<file path="config.mk">
export PLATFORM = sky130hd
export DESIGN_NAME = syncPwmTimebase
export DESIGN_NICKNAME = d
export VERILOG_FILES = /design/src/rtl/pwmTbPkg.sv /design/src/rtl/tbEdgeSync.sv /design/src/rtl/tbCtrl.sv /design/src/rtl/tbDatapath.sv /design/src/rtl/syncPwmTimebase.sv
export SDC_FILE = /design/constraint.sdc
export NUM_CORES = 1
export LEC_CHECK = 0
export BUFFER_PORTS_ARGS = -buffer_cell sky130_fd_sc_hd__buf_2
export CORE_MARGIN = 3
export CORE_UTILIZATION = 58
export CTS_BUF_LIST = sky130_fd_sc_hd__clkbuf_2
export DETAILED_ROUTE_END_ITERATION = 16
export GPL_TIMING_DRIVEN = 0
export PLACE_DENSITY = 0.89
export SETUP_SLACK_MARGIN = 0.2
export SLEW_MARGIN = 20
export SYNTH_ARGS = -nofsm -noshare
export SYNTH_HDL_FRONTEND = slang
export SYNTH_SLANG_ARGS = --single-unit
</file>
<file path="constraint.sdc">
create_clock -name clk -period 6.33 [get_ports clk]
set_input_delay 0.633 -clock clk [delete_from_list [all_inputs] [get_ports clk]]
set_output_delay 0.633 -clock clk [all_outputs]
set_load 0.01 [all_outputs]
</file>
<file path="src/rtl/pwmTbPkg.sv">
package pwmTbPkg;

  // Strobes from the control to the datapath, valid for the current cycle
  typedef struct packed {
    logic restart;  // load the period counter with zero this clock
    logic fire;     // start the master sync pulse this clock
  } tbStrobe_t;

endpackage

</file>
<file path="src/rtl/tbEdgeSync.sv">
module tbEdgeSync #(
  parameter int STAGES = 2
) (
  input  logic clk,
  input  logic rstN,
  input  logic lineIn,
  output logic riseDet
);

  // stg[STAGES-1] is the synchronized level, stg[STAGES] its previous value
  logic [STAGES:0] stg;

  always_ff @(posedge clk or negedge rstN) begin
    if (!rstN) stg <= '0;
    else       stg <= {stg[STAGES-1:0], lineIn};
  end

  assign riseDet = stg[STAGES-1] & ~stg[STAGES];

  AST_EDGE_SINGLE: assert property (@(posedge clk) disable iff (!rstN)
    riseDet |=> !riseDet);

endmodule

</file>
<file path="src/rtl/tbCtrl.sv">
module tbCtrl
  import pwmTbPkg::*;
#(
  parameter int PULSE_W = 11,
  parameter int STAGES  = 2
) (
  input  logic      clk,
  input  logic      rstN,
  input  logic      riseDet,
  input  logic      atEnd,
  input  logic      hitsHalf,
  output tbStrobe_t strb,
  output logic      slaveQ
);

  // own pulse echoes back after STAGES+1 flops; mask for the pulse plus that
  localparam int GUARD_LEN = PULSE_W + STAGES + 1;
  localparam int GW        = $clog2(GUARD_LEN + 1);

  logic [GW-1:0] guardCnt;
  logic          accept;

  assign accept       = riseDet && (guardCnt == '0);
  assign strb.restart = accept | atEnd;
  assign strb.fire    = hitsHalf & ~strb.restart & ~slaveQ;

  always_ff @(posedge clk or negedge rstN) begin
    if (!rstN) begin
      slaveQ <= 1'b0;
    end else if (accept) begin
      slaveQ <= 1'b1;
    end else if (atEnd) begin
      slaveQ <= 1'b0;
    end
  end

  always_ff @(posedge clk or negedge rstN) begin
    if (!rstN) begin
      guardCnt <= '0;
    end else if (strb.fire) begin
      guardCnt <= GW'(GUARD_LEN);
    end else if (guardCnt != '0) begin
      guardCnt <= guardCnt - 1'b1;
    end
  end

  AST_SLAVE_FROM_EDGE: assert property (@(posedge clk) disable iff (!rstN)
    $rose(slaveQ) |-> $past(riseDet));

  AST_FIRE_MASTER: assert property (@(posedge clk) disable iff (!rstN)
    strb.fire |-> !slaveQ);

endmodule

</file>
<file path="src/rtl/tbDatapath.sv">
module tbDatapath
  import pwmTbPkg::*;
#(
  parameter int CNT_W      = 16,
  parameter int PULSE_W    = 11,
  parameter int MIN_PERIOD = 4
) (
  input  logic             clk,
  input  logic             rstN,
  input  logic [CNT_W-1:0] periodCfg,
  input  tbStrobe_t        strb,
  output logic [CNT_W-1:0] rampCount,
  output logic             periodStart,
  output logic             syncOut,
  output logic             atEnd,
  output logic             hitsHalf
);

  localparam int PW_W = $clog2(PULSE_W + 1);

  logic [CNT_W-1:0] cnt;
  logic [CNT_W-1:0] effPeriod;
  logic [CNT_W-1:0] lastIdx;
  logic [CNT_W-1:0] halfPt;
  logic [CNT_W:0]   cntInc;
  logic             startQ;
  logic [PW_W-1:0]  pulseCnt;

  assign effPeriod = (periodCfg < CNT_W'(MIN_PERIOD)) ? CNT_W'(MIN_PERIOD) : periodCfg;
  assign lastIdx   = effPeriod - 1'b1;
  assign halfPt    = effPeriod >> 1;
  assign cntInc    = {1'b0, cnt} + 1'b1;
  assign atEnd     = (cnt >= lastIdx);
  assign hitsHalf  = (cntInc == {1'b0, halfPt});

  always_ff @(posedge clk or negedge rstN) begin
    if (!rstN) begin
      cnt    <= '0;
      startQ <= 1'b0;
    end else begin
      startQ <= strb.restart;
      cnt    <= strb.restart ? '0 : cntInc[CNT_W-1:0];
    end
  end

  always_ff @(posedge clk or negedge rstN) begin
    if (!rstN) begin
      pulseCnt <= '0;
    end else if (strb.fire) begin
      pulseCnt <= PW_W'(PULSE_W);
    end else if (pulseCnt != '0) begin
      pulseCnt <= pulseCnt - 1'b1;
    end
  end

  assign rampCount   = cnt;
  assign periodStart = startQ;
  assign syncOut     = (pulseCnt != '0);

  AST_RESTART_ZERO: assert property (@(posedge clk) disable iff (!rstN)
    strb.restart |=> (cnt == '0));

  AST_START_AT_ZERO: assert property (@(posedge clk) disable iff (!rstN)
    periodStart |-> (rampCount == '0));

  AST_FIRE_PULSE: assert property (@(posedge clk) disable iff (!rstN)
    strb.fire |=> syncOut);

endmodule

</file>
<file path="src/rtl/syncPwmTimebase.sv">
module syncPwmTimebase
  import pwmTbPkg::*;
#(
  parameter int CNT_W       = 16,
  parameter int PULSE_W     = 11,
  parameter int SYNC_STAGES = 2,
  parameter int MIN_PERIOD  = 4
) (
  input  logic             clk,
  input  logic             rstN,
  input  logic [CNT_W-1:0] periodCfg,
  input  logic             syncIn,
  output logic             syncOut,
  output logic             periodStart,
  output logic [CNT_W-1:0] rampCount,
  output logic             isSlave
);

  tbStrobe_t strb;
  logic      riseDet;
  logic      atEnd;
  logic      hitsHalf;

  tbEdgeSync #(.STAGES(SYNC_STAGES)) uEdge (
    .clk     (clk),
    .rstN    (rstN),
    .lineIn  (syncIn),
    .riseDet (riseDet)
  );

  tbCtrl #(.PULSE_W(PULSE_W), .STAGES(SYNC_STAGES)) uCtrl (
    .clk      (clk),
    .rstN     (rstN),
    .riseDet  (riseDet),
    .atEnd    (atEnd),
    .hitsHalf (hitsHalf),
    .strb     (strb),
    .slaveQ   (isSlave)
  );

  tbDatapath #(.CNT_W(CNT_W), .PULSE_W(PULSE_W), .MIN_PERIOD(MIN_PERIOD)) uData (
    .clk         (clk),
    .rstN        (rstN),
    .periodCfg   (periodCfg),
    .strb        (strb),
    .rampCount   (rampCount),
    .periodStart (periodStart),
    .syncOut     (syncOut),
    .atEnd       (atEnd),
    .hitsHalf    (hitsHalf)
  );

  AST_SLAVE_SILENT: assert property (@(posedge clk) disable iff (!rstN)
    isSlave |-> !syncOut);

endmodule

</file>
# After elaboration in Yosys (flattened, before gate mapping)
# Cells that the tools add are included.
[op_classes]
n_addsub = 4
multipliers = 0
n_div = 0
order_cmp = 2
n_eq_ne = 1
n_shift = 0
mux = 8
n_bitwise = 7
reduce_logical = 7
[op_table]
columns = ["op", "n"]
rows = [
  ["16-bit two-way mux", 2],
  ["16-bit by 1-bit adder with 17-bit output, second input constant", 1],
  ["17-bit by 15-bit equality test with 1-bit output", 1],
  ["16-bit greater-or-equal comparator", 1],
  ["16-bit by 3-bit less-than comparator with 1-bit output, second input constant", 1],
  ["4-bit two-way mux", 4],
  ["16-bit by 1-bit subtractor with 16-bit output, second input constant", 1],
  ["4-bit nonzero test", 2],
  ["4-bit by 1-bit subtractor with 4-bit output, second input constant", 2],
  ["2-bit nonzero test", 3],
  ["4-bit zero test", 1],
  ["1-bit bitwise AND", 3],
  ["1-bit inverter", 3],
  ["1-bit two-way mux", 2],
  ["1-bit logical AND", 1],
  ["1-bit OR", 1],
]
[totals]
regBits = 29
latchBits = 0
ram_bits = 0
rom_bits = 0
elab_cells = 35
n_memories = 0

# Longest topological paths before layout
[depth]
ltp_word = 9
depth_mapped = 18

# By module
# Synthesis repeated with hierarchy kept, for this count alone.
[unflattened]
hier_cells = 256
hier_area_um2 = 2361.0
[by_module_without_submodules]
columns = ["module", "n_inst", "cells_each", "area_each_um2", "seq_area_each_um2"]
rows = [
  ["tbDatapath", 1, 226, 1993.2, 525.5],
  ["tbCtrl", 1, 26, 279.0, 125.1],
  ["tbEdgeSync", 1, 4, 88.8, 75.1],
]

# Least setup slack after synthesis
# No wires, ideal clock.
[synth_timing]
kind = "input -> register"
startpoint = "input port periodCfg[6]"
endpoint = "register uData.cnt[10], in the netlist uData.rampCount[10]"
setup_time_ns = 0.132
arrival_ns = 4.474
t_required_ns = 6.198
setup_slack_ns = 1.725
stages = 18
n_path_buf = 3
cell_sequence = "or4_4 -> or3_1 -> buf_6 -> o31ai_1 -> ha_1 -> nand2_1 -> nor3_1 -> nand4b_1 -> xor2_1 -> ha_1 -> nand4_1 -> or3_1 -> o221ai_1 -> a41o_1 -> nand2b_1 -> clkbuf_1 -> clkbuf_1 -> nor2_1"
[synth_rtl]
columns = ["element", "line_no", "rtl"]
rows = [
  ["start, declared", "syncPwmTimebase.sv:11", "input logic [CNT_W-1:0] periodCfg,"],
  ["end signal, assigned", "tbDatapath.sv:42", "cnt <= strb.restart ? '0 : cntInc[CNT_W-1:0];"],
  ["end, declared", "tbDatapath.sv:21", "logic [CNT_W-1:0] cnt;"],
]

==> qor.csv <==
stage,metric,value,unit
global_routing,track_usage,0.265,
power,p_leak,1.24,nW
setup_path,startpoint_type,input pin,
route,drt_iter0_markers,212,
synth,ys_types,53,
route,num_vias,2390,
power,seqPwrFrac,0.380,
final_layout,nets,376,
sta,period_minus_slack,5210,ps
floorplanning,start_util,0.611,
flow_run,max_cap_viol_count,0,
cts,cts_resized,0,
setup_path,critPathTopFamily,simple AND/OR/NAND/NOR gates,
floorplanning,core_area,4090,um2
global_routing,grt_overflow,0,
sta,fmax,0.192,GHz
power,power.switching,0.000362,W
placed_design,pre_cts_ws,841,ps
setup_path,path_class,in -> reg,
power,power_frac_comb,0.507,
power,netSwitchingFraction,0.445,
sta,drv_slew,0,
global_routing,grt_pass1_wl,10700,um
cts,tritoncts,done,
setup_path,path_buf_inv,4,
synth,synth_edf_count,0,
route,drtAntennaViolNets,0,
route,viasPerCell,6.19,
sta,finClkSkew,9.35,ps
route,wl,6510,um
setup_path,crit_arrival,5450,ps
final_layout,n_antenna_cell,0,
placed_design,numPortBuffers,35,
sta,relSlewSlack,0.492,
setup_path,cp_cell_sequence,buf_2 -> or4_4 -> or3_1 -> buf_6 -> o31ai_1 -> ha_1 -> nand2_1 -> nor3_1 -> nand4b_1 -> xor2_1 -> ha_1 -> nand4_1 -> or3_1 -> o221ai_1 -> a41o_1 -> nand2b_1 -> clkbuf_1 -> clkbuf_1 -> nor2_1,
setup_path,cp.required,6560,ps
setup_path,cpPeakStageDelay,570,ps
synth,seq_area_frac_synth,0.291,
floorplanning,std_cell_rows,23,
setup_path,r2r_slack,3230,ps
synth,synth-seq-cells,29,
synth,synth.cell_area,2500,um2
synth,synthCells,293,
cts,cts-root-buf,clkbuf_2,
cts,postCtsHoldBufs,0,
synth,synthFlopType,dfrtp_1,
sta,rsz0062_at_grt,false,
power,p_int,0.000451,W
cts,clkLatencyLatePin,360,ps
synth,async_reset_ff_frac,1.00,
placed_design,dp.cells,378,
global_routing,antenna_found_initial,0,
route,drc,0,
floorplanning,fp.dieW,71.6,um
floorplanning,ios,38,
hold_path,hold_path.class,in -> async,
placed_design,dp_hpwl,5020,um
power,peakVddDrop,238,uV
synth,yosys_warnings,0,
global_routing,grt_max_degree,30,
sta,worst_slack,1120,ps
setup_path,end_kind,flip-flop,
cts,cts.htree.levels,2,
sta,final.setup.tns,0,ps
setup_path,crit_path_max_fanout,10,
floorplanning,die_h,71.6,um
sta,min_period_over_period,0.824,
cts,clk_pin_slew,150,ps
outcome,status,"complete, no violations",
sta,hold_viol_final,0,
final_layout,drive_above_1_share,0.164,
sta,worst_pin_slew,756,ps
placed_design,gp_congestion,1.01,
power,power_per_cell_area,293,nW/um2
route,wl_per_cell,16.9,um
route,first_pass_iters,5,
final_layout,synthToLayoutAreaGrowth,11.1,%
final_layout,finalNonFillerCells,386,
setup_path,crit_slowest_cell,or4_4,
global_routing,grt_pass1_vias,2253,
cts,cts_sinks,29,
final_layout,final.fill_count,349,
floorplanning,dieArea,5130,um2
synth,syn-mean-instance-area,8.52,um2
cts,cts_buffer_depth,2,
sta,finalSetupViolCount,0,
cts,postCtsSetupBuffers,0,
cts,cts_made_buffers,5,
power,pwr-share-clk,0.113,
synth,syn_nets,334,
## sequential cells by signal, summed over array words and instances (netlist names)
name and count:
uData.rampCount 16, uCtrl.guardCnt 4, uData.pulseCnt 4, uData.periodStart 1, uCtrl.slaveQ 1, uEdge.stg 3
## cells in the mapped netlist (all sizes together) (2+ instances only)
library cell   n  area share
a211oi         2      0.0060
a21o           2      0.0060
a21oi         11       0.022
a31o           2      0.0070
a31oi          4       0.010
and3           2      0.0050
and4           2      0.0070
buf            4      0.0095
clkbuf        10       0.016
dfrtp         29        0.29
ha            22        0.11
inv           13       0.020
nand2         23       0.035
nand2b         7       0.018
nand3         11       0.022
nand4          6       0.021
nor2          28       0.042
nor2b          5       0.013
nor3          12       0.024
nor3b          4       0.012
nor4          11       0.034
o21ai         12       0.024
o31ai          3       0.015
or3            4       0.010
or3b           2      0.0070
or4            3       0.011
xnor2         29        0.10
xor2          12       0.042
## power by group through the flow
stage | registers [W] | logic (W) | clock network (W)
4_1_cts | 0.000308 | 0.000411 | 0.0000968
5_1_grt | 0.000317 | 0.000467 | 0.000103
3_5_place_dp | 0.000312 | 0.000410 | 0
3_3_place_gp | 0.000309 | 0.000390 | 0
2_1_floorplan | 0.000307 | 0.000286 | 0
6_report | 0.000309 | 0.000413 | 0.0000915
## area by class of cell
cell class	count	area, um2	area share
Buffer	14	62.6	0.0226
Clock buffer	6	30.0	0.0108
Clock inverter	2	10.0	0.00361
Inverter	13	48.8	0.0176
Multi-Input combinational cell	237	1660	0.598
Sequential cell	29	726	0.262
Tap cell	50	62.6	0.0226
Timing Repair Buffer	35	175	0.0631
## worst register-to-register path, delay by kind of cell (launching register included)
kind / cells / cell delay [ps]
and+or+nand+nor: 6 / 2030
DFF: 1 / 430
AOI/OAI and AO/OA: 1 / 200
buffers and inverters: 1 / 350
## cell usage in the layout, fill, tap and decap left out, types with 4 or more instances in the layout
cell      instances
nand2_1          23
nor2_1           28
nor3_1           12
dfrtp_1          29
buf_2            36
xnor2_1          29
clkbuf_2          7
clkbuf_1          9
inv_1            13
a31oi_1           4
nor2b_1           5
nand2b_1          7
ha_1             22
xor2_1           12
or3_1             4
nand4_1           5
nor4_1           10
nand3_1          11
a21oi_1          11
o21ai_0          12
nor3b_1           4
## stage by stage
step	utilization	hold WS, ps	total power (W)	cell area (um2)
CTS	0.679	282	0.000816	2770
global placement	0.669	337	0.000699	2730
floorplan	-	331	0.000593	2500
detailed placement	0.669	343	0.000721	2730
finish	0.679	275	0.000814	2770
global route	0.679	292	0.000887	2770
## path summary, 6_finish.rpt
path | cells after the start | end | from
worst min-delay path | 1 | uData.rampCount[10]$_DFF_PN0_ | rstN
worst max-delay path | 19 | uData.rampCount[14]$_DFF_PN0_ | periodCfg[6]
worst min register to register | 0 | uEdge.stg[1]$_DFF_PN0_ | uEdge.stg[0]$_DFF_PN0_
min in group clk | 0 | uEdge.stg[1]$_DFF_PN0_ | uEdge.stg[0]$_DFF_PN0_
worst max register to register | 8 | uData.pulseCnt[2]$_DFFE_PN0P_ | uData.rampCount[9]$_DFF_PN0_
max in group asynchronous | 1 | uData.pulseCnt[0]$_DFFE_PN0P_ | rstN
## metal layers
layer | vias up | track usage | share of wire
met5 | - | 0 | 0
li1 | 1128 | - | -
met3 | 19 | 0.0463 | 0.079
met4 | 0 | 0.115 | 0.027
met2 | 125 | 0.416 | 0.47
met1 | 1118 | 0.359 | 0.43
## logic make-up after synthesis
kind of cell / Yosys count / synth area share
AO/OA/AOI/OAI: 48 / 0.131
XOR/XNOR: 41 / 0.144
adder cells (fa/ha/maj): 22 / 0.110
buffers and inverters: 27 / 0.0446
flip-flops: 29 / 0.291
multiplexers: 1 / 0.00451
AND/OR/NAND/NOR: 125 / 0.275
No activity file was read; power rests on OpenSTA's default activity.
